<file path="src/rtl/mpu_bus_pkg.sv">
package mpu_bus_pkg;
  typedef enum logic [1:0] {
    CYC_IDLE = 2'd0,
    CYC_WAIT = 2'd1,
    CYC_REL  = 2'd2,
    CYC_DONE = 2'd3
  } cyc_state_e;

  // true when any bit of an active-low strobe vector is asserted
  function automatic logic any_low2(input logic [1:0] v);
    return (v != 2'b11);
  endfunction
endpackage

</file>
<file path="src/rtl/mpu_sync.sv">
module mpu_sync #(
  parameter int W = 1
) (
  input  logic         clk,
  input  logic         rst_n,
  input  logic [W-1:0] d,
  output logic [W-1:0] q
);
  logic [W-1:0] s1;
  always_ff @(posedge clk or negedge rst_n) begin
    if (!rst_n) begin
      s1 <= '1;
      q  <= '1;
    end else begin
      s1 <= d;
      q  <= s1;
    end
  end
endmodule

</file>
<file path="src/rtl/mpu_cycle_fsm.sv">
module mpu_cycle_fsm
  import mpu_bus_pkg::*;
#(
  parameter int LANES = 2
) (
  input  logic             clk,
  input  logic             rst_n,
  input  logic             cs_s,
  input  logic [LANES-1:0] rd_s,
  input  logic [LANES-1:0] wr_s,
  input  logic             ack,
  output cyc_state_e       state,
  output logic             ev_start,
  output logic             ev_abort,
  output logic             ev_ack_take,
  output logic             req_pulse
);
  logic active;
  cyc_state_e nxt;

  assign active      = !cs_s && ((rd_s != '1) || (wr_s != '1));
  assign ev_start    = (state == CYC_IDLE) && active;
  assign ev_abort    = (state == CYC_WAIT) && !active;
  assign ev_ack_take = (state == CYC_WAIT) && active && ack;

  always_comb begin
    nxt = state;
    unique case (state)
      CYC_IDLE: if (active) nxt = CYC_WAIT;
      CYC_WAIT: begin
        if (!active) nxt = CYC_IDLE;
        else if (ack) nxt = CYC_REL;
      end
      CYC_REL:  nxt = active ? CYC_DONE : CYC_IDLE;
      CYC_DONE: if (!active) nxt = CYC_IDLE;
      default:  nxt = CYC_IDLE;
    endcase
  end

  always_ff @(posedge clk or negedge rst_n) begin
    if (!rst_n) begin
      state     <= CYC_IDLE;
      req_pulse <= 1'b0;
    end else begin
      state     <= nxt;
      req_pulse <= ev_start;
    end
  end
endmodule

</file>
<file path="src/rtl/mpu_lane_path.sv">
module mpu_lane_path #(
  parameter int ADDR_W = 21,
  parameter int LANES  = 2,
  localparam int DW    = 8 * LANES
) (
  input  logic              clk,
  input  logic              rst_n,
  input  logic              ev_start,
  input  logic              ev_ack_take,
  input  logic [ADDR_W-1:0] addr_in,
  input  logic              mr_in,
  input  logic [LANES-1:0]  rd_s,
  input  logic [LANES-1:0]  wr_s,
  input  logic [DW-1:0]     wdata_in,
  input  logic [DW-1:0]     rdata_in,
  output logic [ADDR_W-1:0] addr_q,
  output logic              mr_q,
  output logic              write_q,
  output logic [LANES-1:0]  be_q,
  output logic [DW-1:0]     wdata_q,
  output logic [DW-1:0]     rdata_q
);
  // expand byte enables into a bit mask
  function automatic logic [DW-1:0] lane_mask(input logic [LANES-1:0] be);
    logic [DW-1:0] m;
    for (int i = 0; i < LANES; i++) m[8*i +: 8] = {8{be[i]}};
    return m;
  endfunction

  logic             is_write;
  logic [LANES-1:0] be_now;

  assign is_write = (rd_s == '1);
  assign be_now   = is_write ? ~wr_s : ~rd_s;

  always_ff @(posedge clk or negedge rst_n) begin
    if (!rst_n) begin
      addr_q  <= '0;
      mr_q    <= 1'b0;
      write_q <= 1'b0;
      be_q    <= '0;
      wdata_q <= '0;
      rdata_q <= '0;
    end else if (ev_start) begin
      addr_q  <= addr_in;
      mr_q    <= mr_in;
      write_q <= is_write;
      be_q    <= be_now;
      wdata_q <= wdata_in & lane_mask(be_now);
      rdata_q <= '0;
    end else if (ev_ack_take) begin
      rdata_q <= rdata_in & lane_mask(be_q);
    end
  end
endmodule

</file>
<file path="src/rtl/mpu_wait_slave.sv">
module mpu_wait_slave
  import mpu_bus_pkg::*;
#(
  parameter int ADDR_W = 21,
  parameter int LANES  = 2,
  localparam int DW    = 8 * LANES
) (
  input  logic              clk,
  input  logic              rst_n,
  input  logic [ADDR_W-1:0] bus_addr,
  input  logic              bus_mr,
  input  logic              bus_cs_n,
  input  logic [LANES-1:0]  bus_rd_n,
  input  logic [LANES-1:0]  bus_wr_n,
  input  logic [DW-1:0]     bus_data_i,
  output logic [DW-1:0]     bus_data_o,
  output logic              bus_data_oe,
  output logic              wait_n_o,
  output logic              wait_oe,
  output logic              req_valid,
  output logic [ADDR_W-1:0] req_addr,
  output logic              req_mr,
  output logic              req_write,
  output logic [LANES-1:0]  req_be,
  output logic [DW-1:0]     req_wdata,
  input  logic              ack,
  input  logic [DW-1:0]     ack_rdata
);
  localparam int SW = 1 + 2 * LANES;

  logic [SW-1:0]    sync_q;
  logic             cs_s;
  logic [LANES-1:0] rd_s, wr_s;
  cyc_state_e       state;
  logic             ev_start, ev_abort, ev_ack_take;

  mpu_sync #(.W(SW)) u_sync (
    .clk(clk), .rst_n(rst_n),
    .d({bus_cs_n, bus_rd_n, bus_wr_n}),
    .q(sync_q)
  );
  assign {cs_s, rd_s, wr_s} = sync_q;

  mpu_cycle_fsm #(.LANES(LANES)) u_fsm (
    .clk(clk), .rst_n(rst_n), .cs_s(cs_s), .rd_s(rd_s), .wr_s(wr_s),
    .ack(ack), .state(state), .ev_start(ev_start), .ev_abort(ev_abort),
    .ev_ack_take(ev_ack_take), .req_pulse(req_valid)
  );

  mpu_lane_path #(.ADDR_W(ADDR_W), .LANES(LANES)) u_path (
    .clk(clk), .rst_n(rst_n), .ev_start(ev_start), .ev_ack_take(ev_ack_take),
    .addr_in(bus_addr), .mr_in(bus_mr), .rd_s(rd_s), .wr_s(wr_s),
    .wdata_in(bus_data_i), .rdata_in(ack_rdata),
    .addr_q(req_addr), .mr_q(req_mr), .write_q(req_write), .be_q(req_be),
    .wdata_q(req_wdata), .rdata_q(bus_data_o)
  );

  assign wait_oe     = ((state == CYC_IDLE) && !cs_s) ||
                       (state == CYC_WAIT) || (state == CYC_REL);
  assign wait_n_o    = (state == CYC_REL);
  assign bus_data_oe = !req_write && (state != CYC_IDLE) && (rd_s != '1);
endmodule

</file>
<file path="config.mk">
export PLATFORM = sky130hd
export DESIGN_NAME = mpu_wait_slave
export DESIGN_NICKNAME = d
export VERILOG_FILES = /design/src/rtl/mpu_bus_pkg.sv /design/src/rtl/mpu_sync.sv /design/src/rtl/mpu_cycle_fsm.sv /design/src/rtl/mpu_lane_path.sv /design/src/rtl/mpu_wait_slave.sv
export SDC_FILE = /design/constraint.sdc
export NUM_CORES = 1
export LEC_CHECK = 0
export BUFFER_PORTS_ARGS = -buffer_cell sky130_fd_sc_hd__clkbuf_2
export CAP_MARGIN = 5
export CORE_MARGIN = 8
export CORE_UTILIZATION = 35
export DETAILED_ROUTE_END_ITERATION = 8
export SLEW_MARGIN = 25
export SYNTH_ARGS = -nofsm -noshare
export SYNTH_HDL_FRONTEND = slang
export SYNTH_SLANG_ARGS = --single-unit
</file>
<file path="constraint.sdc">
create_clock -name clk -period 2.6 [get_ports clk]
set_input_delay 0.26 -clock clk [delete_from_list [all_inputs] [get_ports clk]]
set_output_delay 0.26 -clock clk [all_outputs]
set_load 0.01 [all_outputs]
</file>
==> results of run 1 <==
routing by layer:
layer	GRT usage, %	part of all wire [%]	wire length [µm]
met5	0	0	0
met1	14.6	42	2730
met4	6.09	1.5	100
met2	19.9	47	3050
met3	4.39	9.4	608
cells by family after synthesis:
| group | count (synthesis) | synth area share, % |
|---|---|---|
| buffers and inverters | 31 | 4.85 |
| AOI/OAI and AO/OA | 62 | 16.5 |
| and+or+nand+nor | 10 | 2.09 |
| muxes | 22 | 9.42 |
| DFF | 70 | 67.1 |
where the power goes:
group	switching, mW	total (mW)	internal [mW]
combinational	0.277	0.510	0.233
sequential	0.0843	1.34	1.25
clock	0.360	0.731	0.371
cells in the final DEF (no fill, tap or decap), drive strengths merged:
cell type	n
and3	2
clkbuf	135
a41oi	1
a2bb2oi	1
a22o	16
and3b	1
mux2	22
inv	20
a211oi	1
nand2	1
dfrtp	60
clkinv	2
a21boi	2
o31ai	16
dlygate4sd3	3
o21ai	20
nor2b	1
and2	1
a211o	1
buf	4
dfstp	10
nor2	3
a41o	1
a21oi	3
or2	1
critical path, cell delays in order, from the launching register on:
cell     delay (ns)
dfstp_2        0.39
a41oi_1        0.31
nand2_2        0.44
buf_4          0.34
o31ai_1        0.25
worst min path at each step:
stage                                  to  slack (ns)  cells past startpoint          from
after floorplan           u_fsm.req_pulse       -0.04                      0         rst_n
after global placement        u_sync.q[1]        0.35                      0  u_sync.s1[1]
after detailed placement      u_sync.q[1]        0.35                      0  u_sync.s1[1]
after CTS                    u_sync.s1[2]      0.0001                      1   bus_rd_n[0]
after global routing         u_sync.s1[2]       0.003                      1   bus_rd_n[0]
final                        u_sync.s1[2]        0.02                      1   bus_rd_n[0]
synth_stat cells (2+ instances only):
master	n	area share (%)
a21boi_1	2	0.57
a21oi_1	3	0.57
a22o_1	16	5.3
and3_1	2	0.48
buf_2	3	0.57
clkbuf_1	7	1.0
dfrtp_1	60	57
dfstp_2	10	10
inv_1	19	2.7
mux2_1	21	9.0
nor2_1	3	0.43
o21ai_0	20	3.8
o31ai_1	16	4.6
stage by stage:
step	hold slack [ns]	utilization, %
6_report	0.0174	48.7
5_1_grt	0.00264	48.7
4_1_cts	0.000127	48.5
3_5_place_dp	0.347	46.0
3_3_place_gp	0.346	46.0
2_1_floorplan	-0.0356	-
layout make-up:
| type | count | area (µm²) |
|---|---|---|
| fill | 702 | 3720 |
| sequential | 70 | 1760 |
| multi-input combinational | 94 | 739 |
| timing repair buffer | 128 | 666 |
| clock buffer | 14 | 153 |
| tap | 99 | 124 |
| inverter | 20 | 75.1 |
| clock inverter | 2 | 10.0 |
sequential cells by signal, indices dropped and copies added (netlist names):
name,cells
u_fsm.state,2
u_path.be_q,2
u_path.mr_q,1
u_path.write_q,1
u_sync.q,5
u_sync.s1,5
u_fsm.req_pulse,1
u_path.wdata_q,16
u_path.addr_q,21
u_path.rdata_q,16
repair_timing:
item | in CTS | in global routing
setup buffers | 0 | 0
hold buffers | 2 | 1
setup endpoints to repair | 0 | 0
hold endpoints to repair | 2 | 1
==> reports/qor.csv, run 1 <==
metric;value;unit
status;completed;
first-pass GRT wire length;10100;µm
syn_area_per_cell;13.5;µm²
Initial Util;36.2;%
setup_tns;0;ns
placed cells;408;
Post-synth ARST share;100;%
CP endpoint kind;flip-flop;
diode count;0;
Nets;385;
Rel. slew slack;43.0;%
GP Congestion;0.746;
width of the die;103;µm
CTS tree;yes;
PortBufs;122;
placed cell area;0.00334;mm²
fin area;0.00353;mm²
syn_nets;257;
endpoints failing hold;0;
number of synthesized flops with an enable pin;0;
Global Route Usage Sum;12.5;%
Power Density;730;mW/mm²
largest net degree at the start of global routing;71;
static leakage;1.85;nW
CTS Root Cell;clkbuf_8;
initial drt markers;50;
Arr. time, crit path;2.06;ns
worst reg2reg endpoint;u_path.wdata_q[13];
Mapped Area;0.00263;mm²
reg2reg setup slack;0.76;ns
post-route non-filler standard cell count;427;
Tightest Hold Check Type;primary input to flip-flop;
Vias;2001;
synth warn;0;
Pins Over Slew Limit;0;
post-CTS sizing;0;
Syn Inst Count;195;
CTS Buf Count;9;
Detail Placement HPWL;4700;µm
prevailing post-synth register cell;dfrtp_1;
fmax;545;MHz
Pre-Repair DR Iteration Count;4;
antenna violations before repair;0;
number of global-route vias before repair;2138;
CTS HTree Levels;3;
Site Rows;31;
worst-path maximum fanout;26;
RSZ-0062 raised after global routing;no;
Clock Skew;0.00839;ns
Max Root-Sink Buffers;2;
Placement Setup Slack;0.732;ns
CP required;2.83;ns
Tot Pwr;2.58;mW
Least-Margin Pin Slew;0.855;ns
Clock Sink Count;70;
VDD IR max;0.363;mV
Post-Route WL;6490;µm
worst reg2reg path depth;4;
DRC viols;0;
launching element type of the critical path;flip-flop;
total congestion overflow;0;
Tcrit/Tclk final;70.6;%
IO Count;123;
Final Setup Violations;0;
CORE AREA;0.00725;mm²
WL/cell;15.2;µm
min Tclk post-route;1.84;ns
Die H;103;µm
final setup margin;0.765;ns
Die ar.;0.0105;mm²
area grow syn2layout;34.3;%
Routed Antenna Nets;0;
drt via density;4.69;
layout cell share with drive strength beyond 1;45.7;%
Worst Path Class, Setup;flip-flop to flip-flop;
Netlist cell types;26;
Reg-to-Reg Start;u_sync.q[3];
max-cap violations;0;
Clk pin slew, worst setup/hold paths;0.07;ns
clk_lat worst skew;0.33;ns
post-synthesis sequential area ratio;67.1;%
end of the critical path;u_path.wdata_q[13];
Worst Setup SP;u_sync.q[3];
register bit total from synthesis;70;
Power figures use the tool's default switching activity.
==> run 2, diff against run 1 <==
Settings changed: PLACE_DENSITY set to 0.65.
Clock period 2.6 ns to 1.57 ns, I/O delays scaled along.
==> run 2 against run 1 <==
Effect of this change:
- via count increased by 2.0%
- sequential power is 65% higher
- hold slack better by 0.024 ns
- register-to-register slack lost 0.73 ns
- sequential share of layout area shrank 2.1 points
- global-route usage grew 0.50 points
- core utilization rose by 2.2 points
- setup slack got worse by 0.73 ns
- combinational power increased by 76%
==> reports/qor.csv, run 2 (synthesized netlist as in run 1, its figures left out) <==
metric;value;unit
antenna violations before repair;0;
Least-Margin Pin Slew;0.523;ns
Sw Share;27.6;%
fmax;652;MHz
reg2reg setup slack;0.04;ns
IO Count;123;
WL/cell;15.6;µm
Power Density;1180;mW/mm²
area grow syn2layout;40.3;%
min Tclk post-route;1.53;ns
CORE AREA;0.00725;mm²
worst-path maximum fanout;20;
DRC viols;0;
Rel. slew slack;65.2;%
GP Congestion;0.784;
Nets;395;
hold path depth;2;
Pre-Repair DR Iteration Count;4;
final setup margin;0.0374;ns
max reg flops;21;
Die ar.;0.0105;mm²
Hold Crit Start;bus_addr[8];
PortBufs;122;
CTS Root Cell;clkbuf_8;
multi-input combinational cell area;751;µm²
CP endpoint kind;flip-flop;
Reg-to-Reg Start;u_sync.q[3];
VDD IR max;0.516;mV
Initial Util;36.2;%
fill cell count;683;
Tightest Hold Check Type;primary input to flip-flop;
Placement Setup Slack;0.0196;ns
launching element type of the critical path;flip-flop;
Sequential cell area;0.00177;mm²
Tot Pwr;4.36;mW
RSZ-0062 raised after global routing;yes;
Largest Register;u_path.addr_q;
Hold Path End;u_path.addr_q[8];
CP required;1.77;ns
drt via density;4.68;
Tcrit/Tclk final;97.6;%
width of the die;103;µm
Vias;2042;
Pins Over Slew Limit;0;
worst reg2reg endpoint;u_path.addr_q[2];
max-cap violations;0;
Seq pwr share;50.8;%
largest net degree at the start of global routing;39;
Die H;103;µm
endpoints failing hold;0;
Int Pwr;3.16;mW
Arr. time, crit path;1.74;ns
CTS Buf Count;9;
first-pass GRT wire length;10500;µm
diode count;0;
Global Route Usage Sum;13.0;%
Clock Sink Count;70;
Post-Route WL;6790;µm
CTS HTree Levels;3;
number of global-route vias before repair;2178;
clk_lat worst skew;0.32;ns
static leakage;1.92;nW
commonest non-fill, non-tap cell in the layout;clkbuf_2;
Clk pin slew, worst setup/hold paths;0.07;ns
most frequent cells in the layout;clkbuf_2, dfrtp_1, mux2_1;
total congestion overflow;0;
Combinational Power Share;20.6;%
CTS tree;yes;
initial drt markers;79;
Final Setup Violations;0;
layout cell share with drive strength beyond 1;48.4;%
worst reg2reg path depth;4;
Clock Skew;0.00770;ns
switching power;1.20;mW
Detail Placement HPWL;5000;µm
Largest regs;u_path.addr_q (21), u_path.rdata_q (16), u_path.wdata_q (16);
status;completed;
Routed Antenna Nets;0;
Max Root-Sink Buffers;2;
Worst Path Class, Setup;flip-flop to flip-flop;
clock share of power;28.6;%
Site Rows;31;
==> run 2: changes by cell type in the layout (fill, tap and decap cells not counted), moves of 2 or more <==
cell,delta
buf_4,+3
dfrtp_2,+2
dlygate4sd3_1,+3
and3_2,+2
dfrtp_1,-2
and3_1,-2
buf_12,+3
==> run 2: worst max-delay path, cell delays in order (launching register included) <==
cell and delay [ns]:
dfstp_2 0.58, a41oi_2 0.15, nand2_2 0.16, buf_12 0.18, mux2_1 0.34
==> run 2: layer usage <==
metal	GRT usage, %	wire length [µm]
met1	14.9	2790
met2	21.7	3350
met3	3.58	574
met4	6.77	76
met5	0	0
==> run 2: repair_timing <==
item	in CTS	in global routing
hold endpoints to repair	27	0
resized for setup	0	6
setup buffers	0	1
endpoints found under the setup margin	0	40
hold buffers	6	0
==> run 2: how the worst max path moves through the flow <==
stage / end / slack (ns) / start / cells past startpoint
2_1_floorplan: u_path.addr_q[0] / 0.07 / u_sync.q[2] / 4
3_3_place_gp: u_path.addr_q[18] / 0.04 / u_sync.q[2] / 4
3_5_place_dp: u_path.addr_q[3] / 0.02 / u_sync.q[2] / 4
4_1_cts: u_path.rdata_q[13] / 0.004 / u_sync.q[2] / 3
5_1_grt: u_path.addr_q[1] / -0.02 / u_sync.q[3] / 4
6_report: u_path.addr_q[2] / 0.04 / u_sync.q[3] / 4
==> run 2: through the flow <==
stage	hold slack (ns)	std cells	TNS, ns	util [%]	cell area (µm²)
floorplan	-0.139	195	0	-	2630
detailed placement	0.129	413	0	47.1	3410
finish	0.0411	436	0	50.8	3690
CTS	0.0179	434	0	50.2	3640
global placement	0.127	413	0	47.1	3410
global route	0.0160	436	-0.156	50.8	3690
==> run 2: cell type report <==
class / count / area share (%)
Tap cell: 99 / 3.36
Clock inverter: 1 / 0.136
Inverter: 20 / 2.04
Clock buffer: 14 / 4.41
Timing Repair Buffer: 138 / 21.8
Multi-Input combinational cell: 94 / 20.4
Sequential cell: 70 / 47.9
==> run 2: power groups by stage <==
stage,Combinational (mW),Clock (mW),Sequential (mW)
after global routing,0.992,1.39,2.25
after floorplan,0.293,0,2.35
final,0.899,1.25,2.21
after CTS,0.909,1.31,2.21
after detailed placement,0.895,0,2.25
after global placement,0.882,0,2.24
==> run 3, diff against run 2 <==
Settings changed: CORE_ASPECT_RATIO set to 0.8.
==> run 3 against run 2 <==
Effect of this change:
- register-to-register slack about the same
- cell count down 2.3%
- sequential share of layout area up 0.59 points
- fmax up 0.88%
- sequential power about the same
- non-clock buffer count down 2
- combinational power down 0.9%
- critical endpoint is now u_path.addr_q[8]
- largest cell class unchanged
- highest routed layer unchanged
==> reports/qor.csv, run 3 (synthesized netlist as in run 1, its figures left out) <==
metric;value;unit
Final Setup Violations;0;
worst-path maximum fanout;19;
launching element type of the critical path;flip-flop;
Largest regs;u_path.addr_q (21), u_path.rdata_q (16), u_path.wdata_q (16);
RSZ-0062 raised after global routing;yes;
CP required;1.78;ns
Routed Antenna Nets;0;
commonest non-fill, non-tap cell in the layout;clkbuf_2;
area grow syn2layout;38.6;%
Pins Over Slew Limit;0;
Initial Util;35.7;%
Reg-to-Reg Start;u_sync.q[2];
diode count;0;
Tcrit/Tclk final;96.8;%
static leakage;1.91;nW
CTS HTree Levels;3;
IO Count;123;
Worst Path Class, Setup;flip-flop to flip-flop;
CTS tree;yes;
CORE AREA;0.00736;mm²
reg2reg setup slack;0.05;ns
status;completed;
number of global-route vias before repair;2156;
Clock Sink Count;70;
total congestion overflow;0;
Vias;2002;
DRC viols;0;
drt via density;4.70;
initial drt markers;105;
Hold WS;0.0329;ns
Pre-Repair DR Iteration Count;4;
clk_lat worst skew;0.33;ns
Post-CTS Setup Bufs;0;
Tightest Hold Check Type;primary input to flip-flop;
min Tclk post-route;1.52;ns
width of the die;113;µm
Power Density;1190;mW/mm²
worst reg2reg path depth;4;
CTS Buf Count;9;
Clock Skew;0.00628;ns
Hold Crit Start;bus_addr[3];
Post-Route WL;6510;µm
WL/cell;15.3;µm
Rel. slew slack;61.2;%
endpoints failing hold;0;
Detail Placement HPWL;4780;µm
placed cells;404;
hold path depth;2;
Global Route Usage Sum;12.9;%
layout cell share with drive strength beyond 1;48.2;%
Clk pin slew, worst setup/hold paths;0.07;ns
PortBufs;122;
max-cap violations;0;
Die ar.;0.0106;mm²
Site Rows;28;
Max Root-Sink Buffers;2;
max reg flops;21;
post-route non-filler standard cell count;426;
first-pass GRT wire length;10700;µm
Largest Register;u_path.addr_q;
Die H;93.5;µm
Arr. time, crit path;1.73;ns
CTS Root Cell;clkbuf_8;
largest net degree at the start of global routing;37;
GP Congestion;0.726;
most frequent cells in the layout;clkbuf_2, dfrtp_1, mux2_1, o21ai_0, inv_1;
antenna violations before repair;0;
VDD IR max;0.500;mV
worst reg2reg endpoint;u_path.addr_q[8];
Least-Margin Pin Slew;0.583;ns
CP endpoint kind;flip-flop;
fmax;658;MHz
Hold Path End;u_path.addr_q[3];
Nets;393;
## run 3: repair_timing
item / in CTS / in global routing
hold endpoints to repair: 29 / 0
resized for setup: 1 / 7
pin swaps: 0 / 1
hold buffers: 6 / 0
gates cloned: 0 / 0
endpoints found under the setup margin: 16 / 39
## run 3: worst max-delay path by stage
stage                           start                 to  depth (start not counted)
after floorplan           u_sync.q[2]   u_path.addr_q[0]                          4
after global placement    u_sync.q[2]  u_path.rdata_q[4]                          3
after detailed placement  u_sync.q[2]  u_path.rdata_q[9]                          3
after CTS                 u_sync.q[2]   u_path.addr_q[8]                          4
after global routing      u_sync.q[2]   u_path.addr_q[7]                          4
final                     u_sync.q[2]   u_path.addr_q[8]                          4
## run 3: layer usage
metal  part of all wire, %  up-vias  wire [µm]  global-route usage [%]
li1                      -      965          -                       -
met1                    45      959       2910                    15.6
met2                    46       73       2990                    20.1
met3                   8.5        5        555                    6.57
met4                  0.81        0         53                    3.21
met5                     0        -          0                       0
## run 3: final cells by class
cell class                 count  area, µm²
fill                         692       3710
inverter                      20       75.1
multi-input combinational     94        754
timing repair buffer         136        771
sequential                    70       1770
tap                           90        113
clock buffer                  14        153
clock inverter                 2       10.0
## run 3: per-stage QoR
| step | TNS (ns) | worst slack [ns] | utilization, % | power [mW] | instance area [µm²] |
|---|---|---|---|---|---|
| 2_1_floorplan | 0 | 0.0683 | - | 2.64 | 2630 |
| 3_3_place_gp | 0 | 0.0337 | 46.2 | 3.11 | 3400 |
| 3_5_place_dp | 0 | 0.000833 | 46.2 | 3.13 | 3400 |
| 4_1_cts | 0 | 0.00501 | 49.3 | 4.40 | 3630 |
| 5_1_grt | -0.00585 | -0.00302 | 49.5 | 4.59 | 3640 |
| 6_report | 0 | 0.0508 | 49.5 | 4.32 | 3640 |
## run 3: critical path: stages (launching register included)
cell     delay, ns
dfstp_2       0.59
a41oi_2       0.15
nand2_2       0.14
buf_12        0.17
mux2_1        0.34
## run 3: report_power, final
part | internal [mW] | leakage [nW] | switching, mW
sequential | 2.07 | 0.859 | 0.134
combinational | 0.423 | 0.962 | 0.468
clock | 0.614 | 0.0844 | 0.604
total | 3.11 | 1.91 | 1.21
